### src/rtl/refcmp_pkg.sv
package refcmp_pkg;

    typedef enum logic [1:0] {
        HOP_ROW  = 2'd0,
        HOP_BIT  = 2'd1,
        HOP_MASK = 2'd2,
        HOP_IDLE = 2'd3
    } host_op_e;

    typedef enum logic {
        STOP_ON_EQUAL = 1'b0,
        STOP_ON_DIFF  = 1'b1
    } stop_mode_e;

    // control carried alongside a row through the first pipeline stage
    typedef struct packed {
        logic       cmp;
        logic       fin;
        stop_mode_e mode;
    } stage_ctl_t;

    function automatic logic row_in_window(input int unsigned idx,
                                           input int unsigned lo,
                                           input int unsigned hi);
        return (idx >= lo) && (idx <= hi);
    endfunction

    function automatic logic stop_wanted(input stop_mode_e m, input logic equal);
        return (m == STOP_ON_EQUAL) ? equal : !equal;
    endfunction

endpackage

### src/rtl/refcmp_image.sv
module refcmp_image
    import refcmp_pkg::*;
#(
    parameter  int WIDTH = 16,
    parameter  int ROWS  = 32,
    localparam int AW    = $clog2(ROWS),
    localparam int BW    = $clog2(WIDTH)
) (
    input  logic             clk,
    input  logic             rst,
    input  logic             host_en,
    input  host_op_e         host_op,
    input  logic [AW-1:0]    host_row,
    input  logic [BW-1:0]    host_bit,
    input  logic [WIDTH-1:0] host_data,
    input  logic             cp_en,
    input  logic [AW-1:0]    cp_row,
    input  logic [WIDTH-1:0] cp_data,
    input  logic [AW-1:0]    rd_row,
    output logic [WIDTH-1:0] rd_data,
    output logic [WIDTH-1:0] mask
);

    logic [WIDTH-1:0] mem [ROWS];

    always_ff @(posedge clk) begin
        if (rst) begin
            mask <= '1;
        end else if (host_en && host_op == HOP_MASK) begin
            mask <= host_data;
        end
    end

    // the host port is applied after the copy path, so it wins on a shared row
    always_ff @(posedge clk) begin
        if (cp_en && !rst) begin
            mem[cp_row] <= cp_data;
        end
        if (host_en && !rst) begin
            case (host_op)
                HOP_ROW: mem[host_row]           <= host_data;
                HOP_BIT: mem[host_row][host_bit] <= host_data[0];
                default: ;
            endcase
        end
    end

    // registered read: the row appears one cycle after its index
    always_ff @(posedge clk) begin
        rd_data <= mem[rd_row];
    end

    assert_mask_load_R2: assert property (@(posedge clk) disable iff (rst)
        (host_en && host_op == HOP_MASK) |=> (mask == $past(host_data)));

endmodule

### src/rtl/refcmp_compare.sv
module refcmp_compare
    import refcmp_pkg::*;
#(
    parameter int WIDTH = 16,
    parameter int AW    = 5
) (
    input  logic             clk,
    input  logic             rst,
    input  logic             in_valid,
    input  logic             in_copy,
    input  logic             in_last,
    input  logic [AW-1:0]    in_idx,
    input  logic [WIDTH-1:0] in_data,
    input  logic [AW-1:0]    win_lo,
    input  logic [AW-1:0]    win_hi,
    input  logic [WIDTH-1:0] mask,
    input  stop_mode_e       mode,
    input  logic [WIDTH-1:0] ref_row,
    output logic             diff_valid,
    output logic [AW-1:0]    diff_row,
    output logic [WIDTH-1:0] diff_bits,
    output logic             row_mism,
    output logic             fin,
    output stop_mode_e       fin_mode
);

    stage_ctl_t       s1;
    logic [AW-1:0]    s1_idx;
    logic [WIDTH-1:0] s1_data;
    logic [WIDTH-1:0] s1_mask;
    logic [WIDTH-1:0] cmp_bits;

    // stage 1: snapshot the row and its settings while the reference is read
    always_ff @(posedge clk) begin
        if (rst) begin
            s1      <= '0;
            s1_idx  <= '0;
            s1_data <= '0;
            s1_mask <= '0;
        end else begin
            s1.cmp  <= in_valid && !in_copy &&
                       row_in_window(32'(in_idx), 32'(win_lo), 32'(win_hi));
            s1.fin  <= in_valid && !in_copy && in_last;
            s1.mode <= mode;
            s1_idx  <= in_idx;
            s1_data <= in_data;
            s1_mask <= mask;
        end
    end

    assign cmp_bits = (s1_data ^ ref_row) & s1_mask;

    // stage 2: registered difference result
    always_ff @(posedge clk) begin
        if (rst) begin
            diff_valid <= 1'b0;
            diff_row   <= '0;
            diff_bits  <= '0;
            row_mism   <= 1'b0;
            fin        <= 1'b0;
            fin_mode   <= STOP_ON_EQUAL;
        end else begin
            diff_valid <= s1.cmp;
            diff_row   <= s1_idx;
            diff_bits  <= s1.cmp ? cmp_bits : '0;
            row_mism   <= s1.cmp && (|cmp_bits);
            fin        <= s1.fin;
            fin_mode   <= s1.mode;
        end
    end

    assert_diff_needs_row_R4: assert property (@(posedge clk) disable iff (rst)
        diff_valid |-> ($past(in_valid, 2) && !$past(in_copy, 2)));

    assert_masked_bits_clear_R5: assert property (@(posedge clk) disable iff (rst)
        diff_valid |-> ((diff_bits & ~$past(mask, 2)) == '0));

    assert_row_in_window_R6: assert property (@(posedge clk) disable iff (rst)
        diff_valid |-> row_in_window(32'(diff_row), 32'($past(win_lo, 2)),
                                     32'($past(win_hi, 2))));

    assert_copy_silent_R3: assert property (@(posedge clk) disable iff (rst)
        $past(in_valid && in_copy, 2) |-> (!diff_valid && !fin));

endmodule

### src/rtl/refcmp_verdict.sv
module refcmp_verdict
    import refcmp_pkg::*;
#(
    parameter int CW = 6
) (
    input  logic          clk,
    input  logic          rst,
    input  logic          diff_valid,
    input  logic          row_mism,
    input  logic          fin,
    input  stop_mode_e    fin_mode,
    output logic          verdict_valid,
    output logic          verdict_equal,
    output logic [CW-1:0] mismatch_count,
    output logic          stop_req
);

    logic [CW-1:0] acc;
    logic [CW-1:0] bump;
    logic [CW-1:0] total;

    // saturating row counter for the acquisition in progress
    always_comb begin
        bump  = (diff_valid && row_mism && acc != '1) ? CW'(1) : '0;
        total = acc + bump;
    end

    always_ff @(posedge clk) begin
        if (rst) begin
            acc            <= '0;
            verdict_valid  <= 1'b0;
            verdict_equal  <= 1'b0;
            mismatch_count <= '0;
            stop_req       <= 1'b0;
        end else if (fin) begin
            acc            <= '0;
            verdict_valid  <= 1'b1;
            verdict_equal  <= (total == '0);
            mismatch_count <= total;
            stop_req       <= stop_wanted(fin_mode, total == '0);
        end else begin
            acc           <= total;
            verdict_valid <= 1'b0;
            stop_req      <= 1'b0;
        end
    end

    assert_stop_with_verdict_R9: assert property (@(posedge clk) disable iff (rst)
        stop_req |-> verdict_valid);

    assert_verdict_after_last_R8: assert property (@(posedge clk) disable iff (rst)
        verdict_valid |-> $past(fin));

    assert_count_no_drop_R8: assert property (@(posedge clk) disable iff (rst)
        (!$past(fin) && !$past(rst)) |-> (acc >= $past(acc)));

endmodule

### src/rtl/ref_compare_top.sv
module ref_compare_top
    import refcmp_pkg::*;
#(
    parameter  int ACQ_DEPTH = 64,
    parameter  int WIDTH     = 16,
    localparam int RD        = ACQ_DEPTH / 2,
    localparam int AW        = $clog2(RD),
    localparam int BW        = $clog2(WIDTH),
    localparam int CW        = $clog2(RD + 1)
) (
    input  logic             clk,
    input  logic             rst,
    input  logic             host_en,
    input  logic [1:0]       host_op,
    input  logic [AW-1:0]    host_row,
    input  logic [BW-1:0]    host_bit,
    input  logic [WIDTH-1:0] host_data,
    input  logic             copy_en,
    input  logic             stop_mode,
    input  logic [AW-1:0]    win_lo,
    input  logic [AW-1:0]    win_hi,
    input  logic             row_valid,
    input  logic             row_last,
    input  logic [AW-1:0]    row_idx,
    input  logic [WIDTH-1:0] row_data,
    output logic             diff_valid,
    output logic [AW-1:0]    diff_row,
    output logic [WIDTH-1:0] diff_bits,
    output logic             row_mismatch,
    output logic             verdict_valid,
    output logic             verdict_equal,
    output logic [CW-1:0]    mismatch_count,
    output logic             stop_req
);

    logic [WIDTH-1:0] ref_row;
    logic [WIDTH-1:0] mask;
    logic             fin;
    stop_mode_e       fin_mode;

    refcmp_image #(.WIDTH(WIDTH), .ROWS(RD)) u_image (
        .clk      (clk),
        .rst      (rst),
        .host_en  (host_en),
        .host_op  (host_op_e'(host_op)),
        .host_row (host_row),
        .host_bit (host_bit),
        .host_data(host_data),
        .cp_en    (row_valid && copy_en),
        .cp_row   (row_idx),
        .cp_data  (row_data),
        .rd_row   (row_idx),
        .rd_data  (ref_row),
        .mask     (mask)
    );

    refcmp_compare #(.WIDTH(WIDTH), .AW(AW)) u_compare (
        .clk       (clk),
        .rst       (rst),
        .in_valid  (row_valid),
        .in_copy   (copy_en),
        .in_last   (row_last),
        .in_idx    (row_idx),
        .in_data   (row_data),
        .win_lo    (win_lo),
        .win_hi    (win_hi),
        .mask      (mask),
        .mode      (stop_mode_e'(stop_mode)),
        .ref_row   (ref_row),
        .diff_valid(diff_valid),
        .diff_row  (diff_row),
        .diff_bits (diff_bits),
        .row_mism  (row_mismatch),
        .fin       (fin),
        .fin_mode  (fin_mode)
    );

    refcmp_verdict #(.CW(CW)) u_verdict (
        .clk           (clk),
        .rst           (rst),
        .diff_valid    (diff_valid),
        .row_mism      (row_mismatch),
        .fin           (fin),
        .fin_mode      (fin_mode),
        .verdict_valid (verdict_valid),
        .verdict_equal (verdict_equal),
        .mismatch_count(mismatch_count),
        .stop_req      (stop_req)
    );

    assert_mismatch_flag_R7: assert property (@(posedge clk) disable iff (rst)
        row_mismatch |-> (diff_valid && diff_bits != '0));

endmodule

### config.mk
export PLATFORM = sky130hd
export DESIGN_NAME = ref_compare_top
export DESIGN_NICKNAME = d
export VERILOG_FILES = /design/src/rtl/refcmp_pkg.sv /design/src/rtl/refcmp_image.sv /design/src/rtl/refcmp_compare.sv /design/src/rtl/refcmp_verdict.sv /design/src/rtl/ref_compare_top.sv
export SDC_FILE = /design/constraint.sdc
export NUM_CORES = 2
export LEC_CHECK = 0
export BUFFER_PORTS_ARGS = -buffer_cell sky130_fd_sc_hd__buf_2
export CAP_MARGIN = 10
export CORE_UTILIZATION = 40
export CTS_BUF_LIST = sky130_fd_sc_hd__clkbuf_2 sky130_fd_sc_hd__clkbuf_4 sky130_fd_sc_hd__clkbuf_8
export CTS_CLUSTER_SIZE = 8
export DETAILED_ROUTE_END_ITERATION = 8
export PLACE_DENSITY = 0.61
export SYNTH_ARGS = -nofsm -noshare
export SYNTH_HDL_FRONTEND = slang
export SYNTH_SLANG_ARGS = --single-unit
### constraint.sdc
create_clock -name clk -period 3.4 [get_ports clk]
set_input_delay 0.68 -clock clk [delete_from_list [all_inputs] [get_ports clk]]
set_output_delay 0.68 -clock clk [all_outputs]
set_load 0.05 [all_outputs]
==> impl_metrics.env <==
export IMPL_max_freq_mhz=410
export IMPL_period_minus_slack_ns=2.44
export IMPL_layout_common_cells="nand2_1 (600), edfxtp_1 (512), o21ai_0 (509)"
export IMPL_hold_violations=0
export IMPL_port_buffers=96
export IMPL_setup_viol=0
export IMPL_synth_edff_count=512
export IMPL_drtIter0Drc=3557
export IMPL_hold_class="in -> reg"
export IMPL_syn_area_um2=34800
export IMPL_fin_crit_sh=0.718
export IMPL_ys_warn_count=0
export IMPL_insertion_delay_ns=0.72
export IMPL_path_class="in -> reg"
export IMPL_coreArea_um2=85700
export IMPL_ctsHoldBuffers=0
export IMPL_vias_per_cell=5.93
export IMPL_fin_util=0.452
export IMPL_start_util=0.406
export IMPL_cts_sinks=624
export IMPL_critPathMaxStageDelay_ns=1.00
export IMPL_worst_path_most_repeated_cell="nand2_1"
export IMPL_post_cts_setup_buffer_count=0
export IMPL_clock_path_buffers=3
export IMPL_pre_cts_slack_ns=0.234
export IMPL_synthTopCellsByArea="edfxtp_1 (44%), mux4_2 (8.3%), o21ai_0 (7.3%)"
export IMPL_synth_top_flop_cell="edfxtp_1"
export IMPL_path_cells="buf_2 > nand4bb_1 > buf_12 > o31ai_4 > buf_4 > nand2_1 > nand2_1 > o21ai_0"
export IMPL_drt_first_pass_iters=6
export IMPL_grt_pass1_vias=26870
export IMPL_hold_slack_ns=0.210
export IMPL_grt_overflow=0
export IMPL_final_net_count=3658
export IMPL_wirelength_um=111000
export IMPL_synthArstFlopShare=0
export IMPL_status="completed"
export IMPL_htree_levels=3
export IMPL_num_rows=107
export IMPL_cts_buffers=104
export IMPL_antenna_found_initial=10
export IMPL_cts_resized=0
export IMPL_power_density_nw_per_um2=439
export IMPL_drtAntennaViolNets=0
export IMPL_yosysTopAreaCell="edfxtp_1"
export IMPL_critPathTopFamily="compound AO/OA/AOI/OAI gates"
export IMPL_rsz0062_at_grt="no"
export IMPL_clockRootBuffer="clkbuf_8"
export IMPL_end_kind="flop"
export IMPL_cap_violations=0
export IMPL_synth_seq_cells=624
export IMPL_die_area_um2=88300
export IMPL_skew_ns=0.0213
export IMPL_crit_buf_inv=3
export IMPL_track_usage=0.248
export IMPL_synth_nets=3704
export IMPL_synth_cell_types=58
export IMPL_arrival_ns=2.90
export IMPL_drive_above_1_share=0.196
export IMPL_start_kind="input port"
export IMPL_syn_inst=3627
export IMPL_ys_seq_area_frac=0.506
export IMPL_die_h_um=297
export IMPL_synth_area_per_cell_um2=9.60
export IMPL_num_io_pins=97
export IMPL_worst_pin_slew_ns=1.23
export IMPL_route_detailed_drc=0
export IMPL_syn2layout_area_growth_pct=11.3
export IMPL_cts_clk_slew_worst_paths_ns=0.06
export IMPL_cts_tree="done"
export IMPL_ir_worst_vdd_uv=251
export IMPL_detail_route_wl_per_cell_um=23.0
export IMPL_gp_congestion=0.855
export IMPL_maxSlewViolCount=0
export IMPL_die_x_um=297
export IMPL_worst_slack_ns=0.960
export IMPL_grt_pass1_wl_um=168000
export IMPL_worstPathRequired_ns=3.86
export IMPL_synth_top_area_frac=0.441
export IMPL_setup_tns_ns=0
export IMPL_critPathMaxFanout=25
export IMPL_slowest_stage="o31ai_4"
export IMPL_grt_max_degree=70
export IMPL_total_power_mw=17.0
export IMPL_vias=28573
export IMPL_dpl_hpwl_um=72800
export IMPL_leakagePower_nw=14.0
export IMPL_n_fill_cell=8051
export IMPL_relSlewSlack=0.183
export IMPL_final_common_cell="nand2_1"
-- worst register-to-register path: stages, from the launching register on --
cell and delay (ns):
dfxtp_1 0.38, and4_1 0.23, a31oi_1 0.10, ha_1 0.22
ha_1 0.21, nand3_1 0.09, xor2_1 0.24, and4_1 0.28
a21oi_1 0.08, a31o_2 0.22
-- Yosys cell counts, types with 39 or more instances --
cell and number:
a21oi_1 290, a21oi_2 46, a22oi_1 64, a31oi_1 104
buf_2 77, clkbuf_1 279, dfxtp_1 112, edfxtp_1 512
mux4_2 128, nand2_1 600, nand3_1 39, nor2_1 473
nor2_4 56, nor2b_1 49, o21ai_0 509
-- worst paths after layout --
path | startpoint | slack (ns) | to | cells after the start
max | host_op[1] | 0.96 | u_image.mem[5][6]$_DFFE_PP_ | 8
min | stop_mode | 0.21 | u_compare.s1[0]$_SDFF_PP0_ | 2
max reg2reg | u_verdict.acc[2]$_SDFF_PP0_ | 1.25 | u_verdict.stop_req$_SDFF_PP0_ | 9
min reg2reg | u_compare.s1_idx[2]$_SDFF_PP0_ | 0.41 | u_compare.diff_row[2]$_SDFF_PP0_ | 1
-- layout make-up --
| cell class | instances | area (um2) | area share |
|---|---|---|---|
| Clock buffer | 164 | 1970 | 0.0508 |
| Tap cell | 1144 | 1430 | 0.0369 |
| Inverter | 11 | 41.3 | 0.00107 |
| Sequential cell | 624 | 17600 | 0.454 |
| Clock inverter | 28 | 153 | 0.00394 |
| Timing Repair Buffer | 264 | 2020 | 0.0521 |
| Antenna cell | 4 | 10.0 | 0.000258 |
| Multi-Input combinational cell | 2576 | 15500 | 0.400 |
-- routing by layer --
| metal | GRT usage | routed length, um | vias to the layer above |
|---|---|---|---|
| met5 | 0 | 35 | - |
| met4 | 0.0898 | 3600 | 6 |
| met3 | 0.0400 | 10200 | 248 |
| met2 | 0.407 | 52500 | 1547 |
| met1 | 0.331 | 44400 | 13873 |
| li1 | - | - | 12899 |
-- sequential cells by signal, summed over array words and instances, names as in the netlist, 5 cells and up --
signal	count
u_image.mask	16
u_image.rd_data	16
u_compare.diff_row	5
u_compare.s1_data	16
u_compare.diff_bits	16
u_compare.s1_idx	5
u_image.mem	512
u_verdict.acc	6
u_compare.s1_mask	16
u_verdict.mismatch_count	6
-- power breakdown --
| part | internal, mW | switching, mW |
|---|---|---|
| logic | 0.560 | 1.13 |
| clock network | 3.73 | 3.19 |
| registers | 8.37 | 0.0368 |
-- stage by stage --
step                cells  cell area (um2)
floorplan            3627            34800
detailed placement   4619            36600
global placement     4619            36600
global route         4814            38800
finish               4815            38800
CTS                  4811            38800
-- cells by family (layout without fill, tap and decap cells) --
group	Yosys count	after routing	share of synthesized area
AOI/OAI and AO/OA	1082	1082	0.174
buffers and inverters	427	467	0.0546
xor gates and xnor gates	20	20	0.00503
and+or+nand+nor	1316	1316	0.168
muxes	146	146	0.0879
other	0	4	0
DFF	624	624	0.506
adders and majority gates	12	12	0.00431
Note: power is estimated with default switching activity, not from simulation.
